### config.mk
export PLATFORM = sky130hd
export DESIGN_NAME = clzw_unit
export DESIGN_NICKNAME = d
export VERILOG_FILES = /design/src/rtl/clzw_pkg.sv /design/src/rtl/clzw_decode.sv /design/src/rtl/clzw_lzc.sv /design/src/rtl/clzw_crfield.sv /design/src/rtl/clzw_unit.sv
export SDC_FILE = /design/constraint.sdc
export NUM_CORES = 1
export LEC_CHECK = 0
export BUFFER_PORTS_ARGS = -buffer_cell sky130_fd_sc_hd__buf_2
export CORE_UTILIZATION = 25
export CTS_CLUSTER_DIAMETER = 120
export DETAILED_ROUTE_END_ITERATION = 12
export PLACE_DENSITY_LB_ADDON = 0.05
export REMOVE_ABC_BUFFERS = 1
export SETUP_SLACK_MARGIN = 0.3
export SYNTH_ARGS = -nofsm -noshare
export SYNTH_HDL_FRONTEND = slang
export SYNTH_HIERARCHICAL = 1
export SYNTH_SLANG_ARGS = --single-unit
export TNS_END_PERCENT = 10
### constraint.sdc
create_clock -name clk -period 0.8 [get_ports clk]
set_input_delay 0.04 -clock clk [delete_from_list [all_inputs] [get_ports clk]]
set_output_delay 0.04 -clock clk [all_outputs]
set_load 0.02 [all_outputs]
### src/rtl/clzw_pkg.sv
package clzw_pkg;

  localparam int unsigned REG_IDX_W = 5;
  localparam logic [5:0]  PRIMARY_OP = 6'd31;
  localparam logic [9:0]  EXTENDED_OP = 10'd26;

  typedef struct packed {
    logic                 hit;
    logic [REG_IDX_W-1:0] src_idx;
    logic [REG_IDX_W-1:0] dst_idx;
    logic                 rec;
  } clzw_dec_t;

endpackage

### src/rtl/clzw_decode.sv
module clzw_decode
  import clzw_pkg::*;
(
  input  logic [31:0] instr,
  output clzw_dec_t   dec
);

  // instr[15:11] is the unused third-operand field; it takes no part in the decode
  logic unused_bfield;
  assign unused_bfield = ^instr[15:11];

  always_comb begin
    dec         = '0;
    dec.hit     = (instr[31:26] == PRIMARY_OP) && (instr[10:1] == EXTENDED_OP);
    dec.src_idx = instr[25:21];
    dec.dst_idx = instr[20:16];
    dec.rec     = instr[0];
  end

endmodule

### src/rtl/clzw_lzc.sv
module clzw_lzc #(
  parameter int unsigned WIDTH = 32,
  parameter int unsigned GROUP = 4,
  localparam int unsigned CW     = $clog2(WIDTH) + 1,
  localparam int unsigned NLEAF  = WIDTH / GROUP,
  localparam int unsigned LEVELS = $clog2(NLEAF),
  localparam int unsigned NNODE  = 2 * NLEAF - 1
) (
  input  logic [WIDTH-1:0] data_in,
  output logic [CW-1:0]    count
);

  // Heap-ordered tree: node 0 is the root, leaves sit at NLEAF-1 .. NNODE-1,
  // the lowest leaf number covering the most significant group.
  logic [CW-1:0] node_cnt [NNODE];
  logic          node_z   [NNODE];

  for (genvar j = 0; j < NLEAF; j++) begin : g_leaf
    localparam int unsigned LO = WIDTH - GROUP * (j + 1);
    logic [GROUP-1:0] grp;
    logic [CW-1:0]    leaf_cnt;
    assign grp = data_in[LO +: GROUP];
    always_comb begin
      leaf_cnt = CW'(GROUP);
      for (int b = 0; b < GROUP; b++) begin
        if (grp[b]) leaf_cnt = CW'(GROUP - 1 - b);
      end
    end
    assign node_cnt[NLEAF - 1 + j] = leaf_cnt;
    assign node_z[NLEAF - 1 + j]   = ~|grp;
  end

  for (genvar lvl = 0; lvl < LEVELS; lvl++) begin : g_level
    localparam int unsigned HALF = WIDTH >> (lvl + 1);
    for (genvar j = 0; j < (1 << lvl); j++) begin : g_node
      localparam int unsigned K = (1 << lvl) - 1 + j;
      assign node_z[K]   = node_z[2*K+1] & node_z[2*K+2];
      assign node_cnt[K] = node_z[2*K+1] ? (CW'(HALF) + node_cnt[2*K+2])
                                         : node_cnt[2*K+1];
    end
  end

  assign count = node_cnt[0];

endmodule

### src/rtl/clzw_crfield.sv
module clzw_crfield #(
  parameter int unsigned CW = 6
) (
  input  logic [CW-1:0] count,
  input  logic          so_in,
  output logic [3:0]    field
);

  logic lt, gt, eq;

  always_comb begin
    // The count is zero-extended, so its signed view is never below zero
    lt = $signed({1'b0, count}) < 0;
    eq = (count == '0);
    gt = !lt && !eq;
    field = {lt, gt, eq, so_in};
  end

endmodule

### src/rtl/clzw_unit.sv
module clzw_unit
  import clzw_pkg::*;
#(
  parameter int unsigned XLEN  = 64,
  parameter int unsigned WORD  = 32,
  parameter int unsigned GROUP = 4,
  parameter bit          PIPE  = 1'b1,
  localparam int unsigned CW   = $clog2(WORD) + 1
) (
  input  logic                 clk,
  input  logic                 rst_n,
  input  logic                 in_valid,
  input  logic [31:0]          instr,
  input  logic [XLEN-1:0]      src_value,
  input  logic                 so_in,
  output logic [REG_IDX_W-1:0] src_idx,
  output logic                 out_valid,
  output logic                 dst_we,
  output logic [REG_IDX_W-1:0] dst_idx,
  output logic [XLEN-1:0]      result,
  output logic                 cr_we,
  output logic [3:0]           cr_field
);

  clzw_dec_t     dec;
  logic [CW-1:0] cnt;
  logic [3:0]    crf;
  logic          unused_upper;

  assign unused_upper = ^src_value[XLEN-1:WORD];

  clzw_decode u_decode (
    .instr (instr),
    .dec   (dec)
  );

  assign src_idx = dec.src_idx;

  clzw_lzc #(.WIDTH(WORD), .GROUP(GROUP)) u_lzc (
    .data_in (src_value[WORD-1:0]),
    .count   (cnt)
  );

  clzw_crfield #(.CW(CW)) u_crfield (
    .count (cnt),
    .so_in (so_in),
    .field (crf)
  );

  // next-state values
  logic                 nxt_valid, nxt_dst_we, nxt_cr_we;
  logic [REG_IDX_W-1:0] nxt_dst_idx;
  logic [XLEN-1:0]      nxt_result;
  logic [3:0]           nxt_cr_field;

  always_comb begin
    nxt_valid    = in_valid;
    nxt_dst_we   = in_valid && dec.hit;
    nxt_cr_we    = in_valid && dec.hit && dec.rec;
    nxt_dst_idx  = dec.dst_idx;
    nxt_result   = XLEN'(cnt);
    nxt_cr_field = crf;
  end

  if (PIPE) begin : g_pipe
    logic                 q_valid, q_dst_we, q_cr_we;
    logic [REG_IDX_W-1:0] q_dst_idx;
    logic [XLEN-1:0]      q_result;
    logic [3:0]           q_cr_field;
    logic                 load_en;

    assign load_en = in_valid;

    always_ff @(posedge clk or negedge rst_n) begin
      if (!rst_n) begin
        q_valid  <= 1'b0;
        q_dst_we <= 1'b0;
        q_cr_we  <= 1'b0;
      end else begin
        q_valid  <= nxt_valid;
        q_dst_we <= nxt_dst_we;
        q_cr_we  <= nxt_cr_we;
      end
    end

    always_ff @(posedge clk or negedge rst_n) begin
      if (!rst_n) begin
        q_dst_idx  <= '0;
        q_result   <= '0;
        q_cr_field <= '0;
      end else if (load_en) begin
        q_dst_idx  <= nxt_dst_idx;
        q_result   <= nxt_result;
        q_cr_field <= nxt_cr_field;
      end
    end

    assign out_valid = q_valid;
    assign dst_we    = q_dst_we;
    assign cr_we     = q_cr_we;
    assign dst_idx   = q_dst_idx;
    assign result    = q_result;
    assign cr_field  = q_cr_field;
  end else begin : g_comb
    assign out_valid = nxt_valid;
    assign dst_we    = nxt_dst_we;
    assign cr_we     = nxt_cr_we;
    assign dst_idx   = nxt_dst_idx;
    assign result    = nxt_result;
    assign cr_field  = nxt_cr_field;
  end

  // counter tree boundary behaviour, seen at its input and output
  p_zero_low_full_r4: assert property (@(posedge clk) disable iff (!rst_n)
    (src_value[WORD-1:0] == '0) |-> (cnt == CW'(WORD)));

  p_sign_bit_zero_r5: assert property (@(posedge clk) disable iff (!rst_n)
    src_value[WORD-1] |-> (cnt == '0));

  // output-side relations
  p_high_bits_zero_r6: assert property (@(posedge clk) disable iff (!rst_n)
    dst_we |-> (result[XLEN-1:CW] == '0));

  p_eq_tracks_count_r7: assert property (@(posedge clk) disable iff (!rst_n)
    cr_we |-> ((cr_field[1] == (result == '0)) && !cr_field[3]
               && (cr_field[2] == (result != '0))));

  p_cr_needs_dst_r8: assert property (@(posedge clk) disable iff (!rst_n)
    cr_we |-> dst_we);

  p_we_needs_valid_r9: assert property (@(posedge clk) disable iff (!rst_n)
    dst_we |-> out_valid);

endmodule

==> results.sh <==
export IMPL_synth_area_leaders="buf_4 (33%), dfrtp_1 (27%), mux2_4 (7.2%)"
export IMPL_post_route_period_util_pct=203
export IMPL_syn_to_final_growth_pct=38.5
export IMPL_hold_ws_ps=-286
export IMPL_cp_arrival_ps=1770
export IMPL_core_area_um2=6420
export IMPL_cts_made_buffers=3
export IMPL_die_x_um=83.9
export IMPL_cts_tree="built"
export IMPL_crit_path_max_fanout=3
export IMPL_yosysSeqAreaShare_pct=26.9
export IMPL_ant_nets=0
export IMPL_finalCriticalPeriod_ps=1630
export IMPL_cts_buffer_depth=2
export IMPL_wire_per_inst_um=11.1
export IMPL_routed_wl_mm=4.09
export IMPL_setup_slack_ps=-825
export IMPL_multiInputGateArea_um2=925
export IMPL_synth_top_area_share_pct=32.7
export IMPL_gp_congestion=0.715
export IMPL_drt_pass1_iter_count=8
export IMPL_portBuffers=75
export IMPL_via_per_inst=4.01
export IMPL_crit_required_ps=940
export IMPL_die_height_um=83.9
export IMPL_maxSlewViolCount=0
export IMPL_overflow=0
export IMPL_post_synth_num_cell_types=37
export IMPL_p_leak_uw=0.00123
export IMPL_dpl_hpwl_mm=3.37
export IMPL_diodes=0
export IMPL_initial_core_util_pct=26.1
export IMPL_yosys_warnings=6
export IMPL_regArea_um2=450
export IMPL_worstSetupEndpointType="flip-flop"
export IMPL_grt_first_pass_wirelength_mm=6.80
export IMPL_cts_htree_levels=1
export IMPL_setup_viol=28
export IMPL_setup_tns_ps=-5520
export IMPL_rsz0062_at_grt="true"
export IMPL_status="finished, violations left"
export IMPL_final_util_pct=36.1
export IMPL_dieArea_um2=7030
export IMPL_grt_pass1_vias=1458
export IMPL_clock_latency_ps=250
export IMPL_final_common_cell="buf_2"
export IMPL_fin_skew_ps=0
export IMPL_vias=1471
export IMPL_antenna_found_initial=0
export IMPL_fin_cells=367
export IMPL_synthesis_instances=182
export IMPL_cap_violations=0
export IMPL_synth_top_area_cell="buf_4"
export IMPL_layout_common_cells="buf_2 (70), conb_1 (59), buf_4 (45)"
export IMPL_critPathLaunchType="input pin"
export IMPL_cts_root_buf="clkbuf_8"
export IMPL_clk_pin_slew_ps=70
export IMPL_rows=29
export IMPL_p_per_area_nw_per_um2=1190
export IMPL_io_pins=181
export IMPL_fill_cells=675
export IMPL_finalHoldViolations=18
export IMPL_peakVddDrop_v=0.000646
export IMPL_p_total_uw=2760
export IMPL_violations="design-rule violations, negative hold slack, negative setup slack"
export IMPL_dp_cells=362
export IMPL_clkSinkCount=18
export IMPL_worstSetupPathType="in -> reg"
export IMPL_syn_area_um2=1680
export IMPL_grt_max_degree=19
export IMPL_synth_seq_cells=18
export IMPL_num_nets_final=391
export IMPL_grtUsageTotal_pct=11.9
export IMPL_clock_fmax_mhz=615
export IMPL_drc=18
export IMPL_drive_gt1_share_pct=54.5
export IMPL_syn_avg_cell_area_um2=9.21
export IMPL_hold_path_class="in -> async"
export IMPL_drt_iter0_markers=76
-- path summary, 6_finish.rpt --
kind | start | endpoint | slack, ps | cells after the start
setup reg to reg | result[0] | result[0] | 30 | 1
setup / recovery | src_value[10] | cr_field[1] | -830 | 9
hold reg to reg | dst_idx[2] | dst_idx[2] | 510 | 1
max in group asynchronous | rst_n | cr_field[2] | 790 | 1
hold / removal | rst_n | result[2] | -290 | 1
min in group clk | instr[17] | dst_idx[1] | 10 | 2
-- stage by stage --
| step | setup slack (ps) | instance area (µm²) |
|---|---|---|
| 3_3_place_gp | -1200 | 2140 |
| 6_report | -825 | 2320 |
| 2_1_floorplan | -958 | 1310 |
| 5_1_grt | -898 | 2320 |
| 4_1_cts | -852 | 2290 |
| 3_5_place_dp | -1210 | 2140 |
-- layer usage --
layer | vias up | track usage [%] | share of wire [%]
li1 | 713 | - | -
met1 | 666 | 14.4 | 41
met2 | 90 | 20.0 | 47
met3 | 2 | 5.24 | 12
met4 | 0 | 1.41 | 0.37
met5 | - | 0 | 0
-- cells by family after synthesis --
logic type	synth area share, %
mux	11.9
other cells	0.448
flops	26.9
compound gates	9.56
simple gates	15.5
buf+inv	35.7
-- flip-flops by register name, indices dropped and copies added, names as in the netlist --
register   cells
dst_we         1
cr_field       4
dst_idx        5
cr_we          1
out_valid      1
result         6
-- cells in the mapped netlist --
cell       instances
buf_6              1
or4_1              1
nand2b_1           1
nor2_1            12
and3_2             1
o31ai_1            1
a211oi_1           2
a31oi_1            2
o31a_1             1
nand3_1            1
or4b_1             1
nor3_1             2
mux2_2             7
o211ai_1           1
buf_12             1
a21oi_1            8
mux2_4             8
a21boi_0           1
nor4_2             1
o221ai_1           2
and2_2             1
o311ai_1           1
nand4b_1           1
conb_1             2
dfrtp_1           18
buf_4             73
and3_1             1
inv_1              5
o21bai_1           2
nor2_4             1
nand4bb_1          2
nor4_1             7
nand2_1            4
nand4_1            1
o21ai_0            4
nor2b_1            2
or4_4              2
-- power breakdown --
| group | internal (µW) | switching [µW] |
|---|---|---|
| Clock | 437 | 318 |
| Combinational | 413 | 578 |
| Sequential | 975 | 34.5 |
-- worst max-delay path, stage by stage --
cell	delay [ps]
buf_6	90
or4_4	550
nor2_4	150
o311ai_2	120
a211oi_2	190
o31a_1	180
nor2_1	60
and3_1	140
mux2_4	250
-- layout make-up --
| class | instances | share of cell area (%) |
|---|---|---|
| well taps | 77 | 4.15 |
| clock buffers | 4 | 2.37 |
| flip-flops and latches | 18 | 19.4 |
| repair buffers | 122 | 33.4 |
| multi-input cells | 141 | 39.8 |
| inverters | 5 | 0.809 |
-- repair_timing --
action,4_1_cts,5_1_grt
endpoints found under the hold margin,18,18
pin swaps,8,0
gates resized for setup,17,5
buffers inserted,1,0
setup endpoints to repair,35,35
(Power assumes the default switching activity.)
